==> src/rtl/lane_bcast_pkg.sv <==
package lane_bcast_pkg;

    localparam int WORD_W  = 17;
    localparam int LANES   = 4;
    localparam int SLOTS   = (WORD_W + LANES - 1) / LANES;
    localparam int FRAME_W = SLOTS * LANES;
    localparam int SLOT_W  = $clog2(SLOTS);

    typedef logic [WORD_W-1:0]  word_t;
    typedef logic [LANES-1:0]   lanes_t;
    typedef logic [FRAME_W-1:0] frame_t;
    typedef logic [SLOT_W-1:0]  slot_t;

    typedef enum logic [1:0] {TX_IDLE, TX_START, TX_DATA, TX_GAP} tx_state_e;
    typedef enum logic [1:0] {RX_HUNT, RX_START, RX_DATA, RX_DRAIN} rx_state_e;

    // Lane k of slot s carries word bit s*LANES+k; positions past the word are zero.
    function automatic lanes_t slot_bits(word_t w, slot_t s);
        frame_t ext;
        ext = FRAME_W'(w);
        return lanes_t'(ext >> (s * LANES));
    endfunction

endpackage

==> src/rtl/lbc_bitclk.sv <==
module lbc_bitclk #(
    parameter int DIV = 2
) (
    input  logic clk,
    input  logic rst,
    input  logic rate_sel,
    output logic bit_en
);
    localparam int CW = $clog2(2 * DIV);

    logic [CW-1:0] cnt_q;
    logic [CW-1:0] last_c;

    assign last_c = rate_sel ? CW'(2 * DIV - 1) : CW'(DIV - 1);
    assign bit_en = (cnt_q == last_c);

    always_ff @(posedge clk) begin
        if (rst) begin
            cnt_q <= '0;
        end else if (cnt_q >= last_c) begin
            cnt_q <= '0;
        end else begin
            cnt_q <= cnt_q + 1'b1;
        end
    end

    a_r2_single_pulse: assert property (@(posedge clk) disable iff (rst)
        bit_en |=> !bit_en);

endmodule

==> src/rtl/lbc_tx.sv <==
module lbc_tx
    import lane_bcast_pkg::*;
(
    input  logic   clk,
    input  logic   rst,
    input  logic   bit_en,
    input  logic   load,
    input  word_t  word_in,
    output lanes_t lanes
);
    tx_state_e state_q;
    word_t     word_q;
    slot_t     slot_q;
    logic      pend_q;
    lanes_t    lanes_q;
    logic      busy;

    assign busy  = pend_q || (state_q != TX_IDLE);
    assign lanes = lanes_q;

    always_ff @(posedge clk) begin
        if (rst) begin
            state_q <= TX_IDLE;
            word_q  <= '0;
            slot_q  <= '0;
            pend_q  <= 1'b0;
            lanes_q <= '0;
        end else begin
            if (load && !busy) begin
                word_q <= word_in;
                pend_q <= 1'b1;
            end
            if (bit_en) begin
                case (state_q)
                    TX_IDLE: begin
                        if (pend_q) begin
                            pend_q  <= 1'b0;
                            state_q <= TX_START;
                            lanes_q <= '1;
                        end
                    end
                    TX_START: begin
                        state_q <= TX_DATA;
                        slot_q  <= '0;
                        lanes_q <= slot_bits(word_q, '0);
                    end
                    TX_DATA: begin
                        if (slot_q == SLOT_W'(SLOTS - 1)) begin
                            state_q <= TX_GAP;
                            lanes_q <= '0;
                        end else begin
                            slot_q  <= slot_q + 1'b1;
                            lanes_q <= slot_bits(word_q, slot_q + 1'b1);
                        end
                    end
                    default: begin
                        state_q <= TX_IDLE;
                        lanes_q <= '0;
                    end
                endcase
            end
        end
    end

    a_r3_lanes_on_bit_en: assert property (@(posedge clk) disable iff (rst)
        (lanes_q != $past(lanes_q)) |-> $past(bit_en));

    a_r4_hold_when_busy: assert property (@(posedge clk) disable iff (rst)
        (load && busy) |=> $stable(word_q));

endmodule

==> src/rtl/lbc_rx.sv <==
module lbc_rx
    import lane_bcast_pkg::*;
#(
    parameter int DIV = 2
) (
    input  logic   clk,
    input  logic   rst,
    input  logic   rate_sel,
    input  lanes_t lanes_in,
    output word_t  rx_word,
    output logic   rx_valid,
    output logic   rx_sync_err
);
    localparam int CW = $clog2(2 * DIV);

    rx_state_e     state_q;
    logic [CW-1:0] cnt_q;
    slot_t         slot_q;
    frame_t        acc_q;
    frame_t        nxt;
    logic          bad_q;
    logic [CW-1:0] last_c;
    logic [CW-1:0] half_c;

    assign last_c = rate_sel ? CW'(2 * DIV - 1) : CW'(DIV - 1);
    assign half_c = rate_sel ? CW'(DIV - 1)     : CW'(DIV / 2 - 1);
    assign nxt    = {lanes_in, acc_q[FRAME_W-1:LANES]};

    always_ff @(posedge clk) begin
        if (rst) begin
            state_q     <= RX_HUNT;
            cnt_q       <= '0;
            slot_q      <= '0;
            acc_q       <= '0;
            bad_q       <= 1'b0;
            rx_word     <= '0;
            rx_valid    <= 1'b0;
            rx_sync_err <= 1'b0;
        end else begin
            rx_valid <= 1'b0;
            case (state_q)
                RX_HUNT: begin
                    if (|lanes_in) begin
                        state_q <= RX_START;
                        cnt_q   <= half_c;
                    end
                end
                RX_START: begin
                    if (cnt_q == '0) begin
                        bad_q       <= (lanes_in != '1);
                        rx_sync_err <= (lanes_in != '1);
                        state_q     <= RX_DATA;
                        slot_q      <= '0;
                        cnt_q       <= last_c;
                    end else begin
                        cnt_q <= cnt_q - 1'b1;
                    end
                end
                RX_DATA: begin
                    if (cnt_q == '0) begin
                        acc_q <= nxt;
                        cnt_q <= last_c;
                        if (slot_q == SLOT_W'(SLOTS - 1)) begin
                            state_q <= RX_DRAIN;
                            if (!bad_q) begin
                                rx_word  <= nxt[WORD_W-1:0];
                                rx_valid <= 1'b1;
                            end
                        end else begin
                            slot_q <= slot_q + 1'b1;
                        end
                    end else begin
                        cnt_q <= cnt_q - 1'b1;
                    end
                end
                default: begin
                    if (lanes_in == '0) begin
                        state_q <= RX_HUNT;
                    end
                end
            endcase
        end
    end

    a_r5_valid_single: assert property (@(posedge clk) disable iff (rst)
        rx_valid |=> !rx_valid);

    a_r7_valid_clean: assert property (@(posedge clk) disable iff (rst)
        rx_valid |-> !rx_sync_err);

endmodule

==> src/rtl/lane_bcast.sv <==
module lane_bcast
    import lane_bcast_pkg::*;
#(
    parameter int DIV = 2
) (
    input  logic        clk,
    input  logic        rst,
    input  logic        rate_sel,
    input  logic        load,
    input  logic [16:0] word_in,
    output logic [3:0]  lanes_out,
    output logic        bit_en,
    input  logic [3:0]  lanes_in,
    output logic [16:0] rx_word,
    output logic        rx_valid,
    output logic        rx_sync_err
);
    lbc_bitclk #(.DIV(DIV)) u_bitclk (
        .clk      (clk),
        .rst      (rst),
        .rate_sel (rate_sel),
        .bit_en   (bit_en)
    );

    lbc_tx u_tx (
        .clk     (clk),
        .rst     (rst),
        .bit_en  (bit_en),
        .load    (load),
        .word_in (word_in),
        .lanes   (lanes_out)
    );

    lbc_rx #(.DIV(DIV)) u_rx (
        .clk         (clk),
        .rst         (rst),
        .rate_sel    (rate_sel),
        .lanes_in    (lanes_in),
        .rx_word     (rx_word),
        .rx_valid    (rx_valid),
        .rx_sync_err (rx_sync_err)
    );

endmodule

==> config.mk <==
export PLATFORM = sky130hd
export DESIGN_NAME = lane_bcast
export DESIGN_NICKNAME = d
export VERILOG_FILES = /design/src/rtl/lane_bcast_pkg.sv /design/src/rtl/lbc_bitclk.sv /design/src/rtl/lbc_tx.sv /design/src/rtl/lbc_rx.sv /design/src/rtl/lane_bcast.sv
export SDC_FILE = /design/constraint.sdc
export NUM_CORES = 1
export LEC_CHECK = 0
export CAP_MARGIN = 5
export CORE_ASPECT_RATIO = 0.6
export CORE_MARGIN = 2
export CORE_UTILIZATION = 45
export DETAILED_ROUTE_END_ITERATION = 12
export MAX_ROUTING_LAYER = met4
export PLACE_DENSITY = 0.72
export SYNTH_ARGS = -nofsm -noshare
export SYNTH_HDL_FRONTEND = slang
export SYNTH_SLANG_ARGS = --single-unit
==> constraint.sdc <==
create_clock -name clk -period 2.3 [get_ports clk]
set_input_delay 0.575 -clock clk [delete_from_list [all_inputs] [get_ports clk]]
set_output_delay 0.575 -clock clk [all_outputs]
set_load 0.005 [all_outputs]
# After elaboration in Yosys (flattened, before gate mapping)

Cells that the tools add are included.

Bits in registers: 75
Input port bits: 25
Output and inout port bits: 24
Word-level logic and storage cells: 92

Add/sub/neg operators: 4
$lt $le $gt $ge: 1
Eq/ne operators: 16
Shift-type cells: 1
Multiplexer cells: 28
Bitwise gates (word level): 4
Reduce and logical (&&, ||, !) cells: 25

Operators by type and width:

| cell                | count |
|---|---|
| $mux 2              | 10 |
| $shr 17x5->4        | 1 |
| $mux 3              | 4 |
| $ne 2x1->1 const B  | 6 |
| $pmux 2 s3          | 2 |
| $pmux 3 s2          | 2 |
| $pmux 4 s3          | 1 |
| $mux 4              | 2 |
| $reduce_and 2->1    | 4 |
| $reduce_and 4->1    | 2 |
| $reduce_bool 2->1   | 4 |
| $reduce_or 4->1     | 2 |
| $add 3x1->3 const B | 2 |
| $eq 3x3->1 const B  | 2 |
| $logic_not 2->1     | 3 |
| $mux 1              | 6 |
| $reduce_and 3->1    | 2 |
| $reduce_and 5->1    | 1 |
| $eq 2x1->1 const B  | 2 |
| $eq 2x2->1 const B  | 2 |
| $logic_not 4->1     | 1 |
| $ne 2x2->1 const B  | 2 |
| $ne 4x4->1 const B  | 1 |
| $not 1->1           | 4 |
| 10 further kinds    | 11 |

# Longest topological paths before layout

Gate-level depths: netlist of run 1.

Depth after elaboration: 8
Depth in mapped cells: 10

# Modules after synthesis

Synthesis of run 1 repeated with hierarchy kept, for this count alone.

Cells, all modules: 358
Area, all modules: 3,165.5 µm²

Modules (own cells, without submodules):

| module     | times used | cells an instance | area an instance (µm²) | sequential area each (µm²) |
|---|---|---|---|---|
| lbc_rx     | 1          | 194               | 1,764.2                | 840.8 |
| lbc_tx     | 1          | 155               | 1,306.3                | 540.5 |
| lbc_bitclk | 1          | 9                 | 95.1                   | 40.0 |

# Worst setup path before layout of run 1

No wires, ideal clock.

Path kind: reg-to-reg
From: reg u_tx.slot_q[0]
To: reg u_tx.lanes_q[0] (netlist: u_tx.lanes[0])
Library setup time: 136 ps
Data arrival time: 2,056 ps
Required time: 2,164 ps
Path slack: 108 ps
Cell stages (with the launch flop): 8
Clock period less this slack: 2,192 ps
Cell sequence: dfxtp_1 -> inv_1 -> ha_1 -> buf_2 -> mux4_2 -> mux2_2 -> a221oi_1 -> o32ai_1

Longest elaborated chain between the ends: 4

Ends and longest elaborated chain:

| what                     | line                 | text |
|---|---|---|
| start: declaration       | lbc_tx.sv:13         | `slot_t slot_q;` |
| start signal: assignment | lbc_tx.sv:52         | `slot_q <= slot_q + 1'b1;` |
| $add 3x1->3              | lbc_tx.sv:53         | `lanes_q <= slot_bits(word_q, slot_q + 1'b1);` |
| $shr 17x5->4             | lane_bcast_pkg.sv:21 | `return lanes_t'(ext >> (s * LANES));` |
| $mux 4 *                 | lbc_tx.sv:48         | `if (slot_q == SLOT_W'(SLOTS - 1)) begin` |
| $pmux 4 s3 *             | lbc_tx.sv:34         | `case (state_q)` |
| end signal: assignment   | lbc_tx.sv:45         | `lanes_q <= slot_bits(word_q, '0);` |
| end signal: assignment   | lbc_tx.sv:53         |  |
| end: declaration         | lbc_tx.sv:15         | `lanes_t lanes_q;` |

Mark *: on every way between the ends. The rest lies on a longest branch, timed or not.
A chain may end at the register's enable or synchronous reset.

# Worst setup path after layout of run 1

From: reg u_tx.slot_q[1]
To: reg u_tx.lanes_q[0] (netlist: u_tx.lanes[0])

Same word-level chain as after synthesis.

==> results.toml, run 1 <==
[run_status]
run_status = "finished clean"

[place]
dp.cells = 487
globalplace.congestion = 0.845
place_worst_setup_slack_ns = -0.349
buffer_ports.inserted = 48
place_area_um2 = 3700
dp.final_hpwl_mm = 4.92

[cells_and_area]
final_cells = 503
layout.core_utilization_pct = 61.0
postLayoutCellArea_um2 = 4050
layout.cells.most_common = "nand2_1"
finalNetCount = 448
layout-drive-gt1-share_pct = 11.1
insertedDiodeCount = 0
layout_common_cells = "nand2_1, dfxtp_1, a21oi_1"
area_growth_pct = 31.3

[grt]
groute.usage.overall_pct = 20.3
grt_pass1_vias = 2437
grt_pass1_wl_mm = 11.6
maximum_number_of_pins_on_one_net_before_global_route_repair = 30
grt.overflow.total = 0
antenna_found_initial = 0

[sta]
timing_worst_slew_pin_value_ns = 0.581
rsz0062_at_grt = "false"
maxClockFrequency_mhz = 493
fin_worst_skew_ns = 0.00965
period_share_pct = 88.2
setup-violations-final = 0
timing_hold_violations_final = 0
final.min_clock_period_ns = 2.03
max_slew_margin_pct = 61.2
timing.final.max_slew_violations = 0
postLayoutSetupSlackWorst_ns = 0.272

[worst_setup_path]
critical_path.cell_chain = "inv_1, ha_1, mux4_2, mux2_2, a221oi_1, o32ai_1"
ws_path_type = "flop to flop"
slowest_stage = "mux4_2"
ff2ff_setup_slack_ns = 0.27
timing.critical_path.fanout_max = 3
timing.critical_path.buf_inv = 1
timing.critical_path.slowest_cell_delay_ns = 0.49
required_ns = 2.51
cp-end-kind = "flop"
worstPathArrival_ns = 2.23
kind_of_cell_with_the_highest_combined_delay_on_the_critical_path = "multiplexers"
start_kind = "flop"

[die]
count_of_pins_on_the_block_boundary = 49
placement_rows = 23
core_region_area_um2 = 6650
die-height_um = 68.2
floorplan.die_area_um2 = 7560
fp.dieW_um = 111
initial_utilization_pct = 46.4

[routing]
routedWlPerCell_um = 13.9
drc_errors = 0
vias_per_cell = 5.18
1st_pass_router_iterations = 4
antenna_violating_nets_post_route = 0
postRouteWirelength_mm = 7.00
vias = 2607
drt_iter0_drc = 198

[logic_synthesis]
mappedNetlistArea_um2 = 3090
syn_area_per_cell_um2 = 8.72
synth_top_cell_by_area = "dfxtp_1"
ys_seq_area_share_pct = 46.0
ys_ff_latch = 71
synth_cells = 354
mappedNetlistNets = 391
largest_cells_by_area_after_synthesis = "dfxtp_1, nand2_1, a21oi_1"
ys_dominant_reg_cell = "dfxtp_1"
synth_top_area_share_pct = 46.0
number_of_enable_flip_flop_cells_after_synthesis = 0
yosys.cell_types.count = 41
ys_warn_count = 0
synthArstFlopShare_pct = 0

[cts]
clk-insertion-delay-late_ns = 0.33
cts-hold-fix-buffers = 0
post_cts.repair.setup_buffers = 0
root_buffer = "clkbuf_16"
clkSinkCount = 71
clock_tree.htree_level_count = 3
cts_tree = "done"
clk_transition_reported_paths_ns = 0.06
clock_path_buffers = 2
total_cts_buffers = 9

[worst_hold_path]
path_category_of_the_worst_min_delay_check = "flop to flop"

[pwr]
internal_power_mw = 2.61
power_frac_clock_pct = 42.5
maximum_vdd_drop_mv = 0.432
netSwitchingPower_mw = 0.979
seq_power_share_pct = 38.7
pd_cells_nw_per_um2 = 885
p_leak_nw = 1.47
comb_power_share_pct = 18.9
power.switching_fraction_pct = 27.3

[flow_run]
maxCapViolCount = 0
==> worst min-delay path, delay by kind of cell (launching register included) <==
kind / cells / cell delay, ns
AO/OA/AOI/OAI: 1 / 0.05
flip-flops: 1 / 0.31
AND/OR/NAND/NOR: 1 / 0.05
==> state kept, by name, summed over array words and instances, names as in the netlist, 3 cells and up <==
name	flops
u_rx.acc_q	16
u_rx.rx_word	17
u_rx.slot_q	3
u_tx.lanes	4
u_tx.slot_q	3
u_tx.word_q	17
==> synthesized netlist by cell type (2+ instances only) <==
cell type,number
and4_1,2
a31oi_1,3
inv_1,11
nor3_1,4
dfxtp_1,71
buf_2,3
nor4_1,2
nand2_1,78
a21oi_1,49
nand3_1,2
mux4_2,4
nand4_1,9
clkbuf_1,12
nor2_1,33
and2_1,3
nand3b_1,3
mux2i_1,23
o21a_1,2
buf_6,3
o21ai_0,3
ha_1,12
nor2b_1,3
==> metrics by stage <==
stage,hold slack [ns],power [mW],setup TNS (ns)
2_1_floorplan,0.432,1.87,0
3_3_place_gp,0.443,2.05,-0.365
3_5_place_dp,0.447,2.07,-0.472
4_1_cts,0.455,3.62,0
5_1_grt,0.476,3.75,0
6_report,0.457,3.59,0
==> power by group through the flow <==
| stage | logic [mW] | clock network (mW) | registers (mW) |
|---|---|---|---|
| detailed placement | 0.662 | 0 | 1.41 |
| finish | 0.678 | 1.52 | 1.39 |
| CTS | 0.673 | 1.56 | 1.38 |
| floorplan | 0.481 | 0 | 1.39 |
| global placement | 0.645 | 0 | 1.41 |
| global route | 0.750 | 1.61 | 1.40 |
==> cell families after synthesis <==
kind of cell,synth area share (%)
AND/OR/NAND/NOR,21.0
flip-flops,46.0
AO/OA/AOI/OAI,11.9
buffers and inverters,5.15
multiplexers,10.7
XOR/XNOR,0.284
adder cells (fa/ha/maj),4.86
==> path summary, 6_finish.rpt <==
path / startpoint / endpoint / cells after the start
worst min-delay path: u_tx.word_q[13] / u_tx.word_q[13] / 2
worst min register to register: u_tx.word_q[13] / u_tx.word_q[13] / 2
worst max-delay path: u_tx.slot_q[1] / u_tx.lanes[0] / 6
worst max register to register: u_tx.slot_q[1] / u_tx.lanes[0] / 6
==> metal layers <==
| layer | part of all wire [%] | GRT usage, % |
|---|---|---|
| met4 | 0 | 7.34 |
| met5 | 0 | - |
| met3 | 5.4 | 7.17 |
| met1 | 50 | 27.5 |
| met2 | 44 | 28.1 |
==> area by class of cell <==
class | count | area, um^2
inverter | 11 | 41.3
timing repair buffer | 66 | 627
fill | 585 | 2590
tap | 87 | 109
sequential | 71 | 1420
multi-input combinational | 252 | 1520
clock inverter | 4 | 77.6
clock buffer | 12 | 256
==> what timing repair did <==
item	4_1_cts	5_1_grt
hold endpoints to repair	0	0
pin swaps	2	0
setup endpoints to repair	1	1
resized for setup	6	2
(Power assumes the default switching activity.)
==> run 2, diff against run 1 <==
CORE_ASPECT_RATIO = unset   (was 0.6)
clock period = 1.65 ns   (was 2.3 ns; I/O delays follow)
==> run 2 against run 1 <==
  * The flow now finishes with violations (negative setup slack)
  * Global-route usage up 0.56 points
  * Non-clock buffer count up 28
  * Sequential share of layout area down 1.7 points
  * Cell area up 6.7%
  * First-iteration DRC count down 42%
  * Die area down 0.29%
  * Power up 32%
  * Clock skew down 0.0016 ns
  * Register-to-register slack worse by 0.59 ns
  * Routed wire length up 5.6%
  * Sequential power up 38%
  * Flip-flop and latch count unchanged
  * Critical path type unchanged
  * Largest power group is now registers
==> results.toml, run 2 (synthesis results as in run 1) <==
[routing]
1st_pass_router_iterations = 4
vias_per_cell = 5.26
vias = 2756
postRouteWirelength_mm = 7.39
drc_errors = 0
antenna_violating_nets_post_route = 0
drt_iter0_drc = 114
routedWlPerCell_um = 14.1

[cts]
clock_path_buffers = 2
clock_tree.htree_level_count = 3
cts_tree = "done"
clkSinkCount = 71
root_buffer = "clkbuf_8"
clk-insertion-delay-late_ns = 0.34
clk_transition_reported_paths_ns = 0.07
total_cts_buffers = 9
cts-hold-fix-buffers = 0

[worst_setup_path]
ff2ff_setup_slack_ns = -0.31
worstPathArrival_ns = 2.17
required_ns = 1.85
r2r_cells = 6
ws_path_type = "flop to flop"
timing.critical_path.fanout_max = 2
cp-end-kind = "flop"
start_kind = "flop"

[place]
globalplace.congestion = 0.848
dp.final_hpwl_mm = 4.96
place_area_um2 = 3900
buffer_ports.inserted = 48

[cells_and_area]
layout.cells.most_common = "nand2_1"
layout_common_cells = "nand2_1, dfxtp_1, a21oi_1"
area_growth_pct = 40.1
reg_top3 = "u_rx.rx_word x17, u_tx.word_q x17, u_rx.acc_q x16"
insertedDiodeCount = 0
postLayoutCellArea_um2 = 4320
layout-drive-gt1-share_pct = 23.4
finalNetCount = 476

[sta]
timing.final.max_slew_violations = 0
maxClockFrequency_mhz = 509
postLayoutSetupSlackWorst_ns = -0.314
setup-violations-final = 23
hold-worst-slack_ns = 0.458
timing_worst_slew_pin_value_ns = 0.612
timing_hold_violations_final = 0
rsz0062_at_grt = "true"
max_slew_margin_pct = 59.2
fin_worst_skew_ns = 0.00804
final.min_clock_period_ns = 1.96
period_share_pct = 119
total_negative_setup_slacks_ns = -3.16

[run_status]
run_status = "finished, violations left"
violations = "negative setup slack"

[worst_hold_path]
path_category_of_the_worst_min_delay_check = "flop to flop"
timing.hold.worst_path_depth = 2

[die]
fp.dieW_um = 86.8
count_of_pins_on_the_block_boundary = 49
floorplan.die_area_um2 = 7540
initial_utilization_pct = 45.9
die-height_um = 86.8
core_region_area_um2 = 6720
placement_rows = 30

[pwr]
p_leak_nw = 1.62
maximum_vdd_drop_mv = 0.574
pd_cells_nw_per_um2 = 1100

[grt]
maximum_number_of_pins_on_one_net_before_global_route_repair = 28
grt.overflow.total = 0
grt_pass1_vias = 2726
antenna_found_initial = 0
groute.usage.overall_pct = 20.9
grt_pass1_wl_mm = 12.1

[flow_run]
maxCapViolCount = 0
==> run 2: cell count changes in the layout (fill, tap and decap cells not counted), moves of 3 or more <==
cell / before / now
buf_4: 17 / 38
buf_6: 0 / 5
clkbuf_16: 9 / 0
clkbuf_8: 2 / 10
dfxtp_1: 71 / 59
dfxtp_2: 0 / 9
dfxtp_4: 0 / 3
ha_1: 11 / 8
ha_4: 1 / 4
inv_1: 9 / 6
==> run 2: worst max-delay path: stages (launching register included) <==
cell and delay [ns]:
dfxtp_4 0.36, inv_4 0.04, ha_4 0.26, mux4_2 0.49
mux2_4 0.30, a221oi_4 0.27, o32ai_2 0.11
==> run 2: layout make-up <==
| class | count | area [um^2] |
|---|---|---|
| clock buffers | 11 | 141 |
| clock inverters | 5 | 81.3 |
| fillers | 561 | 2390 |
| inverters | 11 | 43.8 |
| multi-input cells | 252 | 1640 |
| flip-flops and latches | 71 | 1440 |
| well taps | 80 | 100 |
| repair buffers | 94 | 878 |
==> run 2: worst paths after layout <==
kind | start | end
max | u_tx.slot_q[0] | u_tx.lanes[0]
min | u_tx.word_q[16] | u_tx.word_q[16]
max reg2reg | u_tx.slot_q[0] | u_tx.lanes[0]
min reg2reg | u_tx.word_q[16] | u_tx.word_q[16]
==> run 2: where the power goes <==
part	leakage (nW)	internal, mW	switching, mW
sequential	0.583	1.83	0.0871
combinational	0.931	0.621	0.658
clock	0.110	0.893	0.645
total	1.62	3.35	1.39
==> run 2: through the flow <==
step	worst slack (ns)	instances	power, mW	util [%]
2_1_floorplan	-0.301	354	2.63	-
3_3_place_gp	-0.702	499	3.00	58.1
3_5_place_dp	-0.705	499	3.03	58.1
4_1_cts	-0.333	521	4.65	63.1
5_1_grt	-0.362	524	4.97	64.4
6_report	-0.314	524	4.74	64.4
==> run 2: timing repair <==
action | CTS | global route
pin swaps | 6 | 17
resized for setup | 26 | 22
buffers inserted | 5 | 5
cloned | 1 | 0
endpoints found under the setup margin | 29 | 46
==> run 2: per-layer routing <==
layer  vias to the layer above  share of wire, %  track usage (%)
met4                         0               1.6             7.10
met5                         -                 0                -
met1                      1276                42             23.6
met2                        90                51             36.2
met3                         8               4.8             4.76
li1                       1382                 -                -
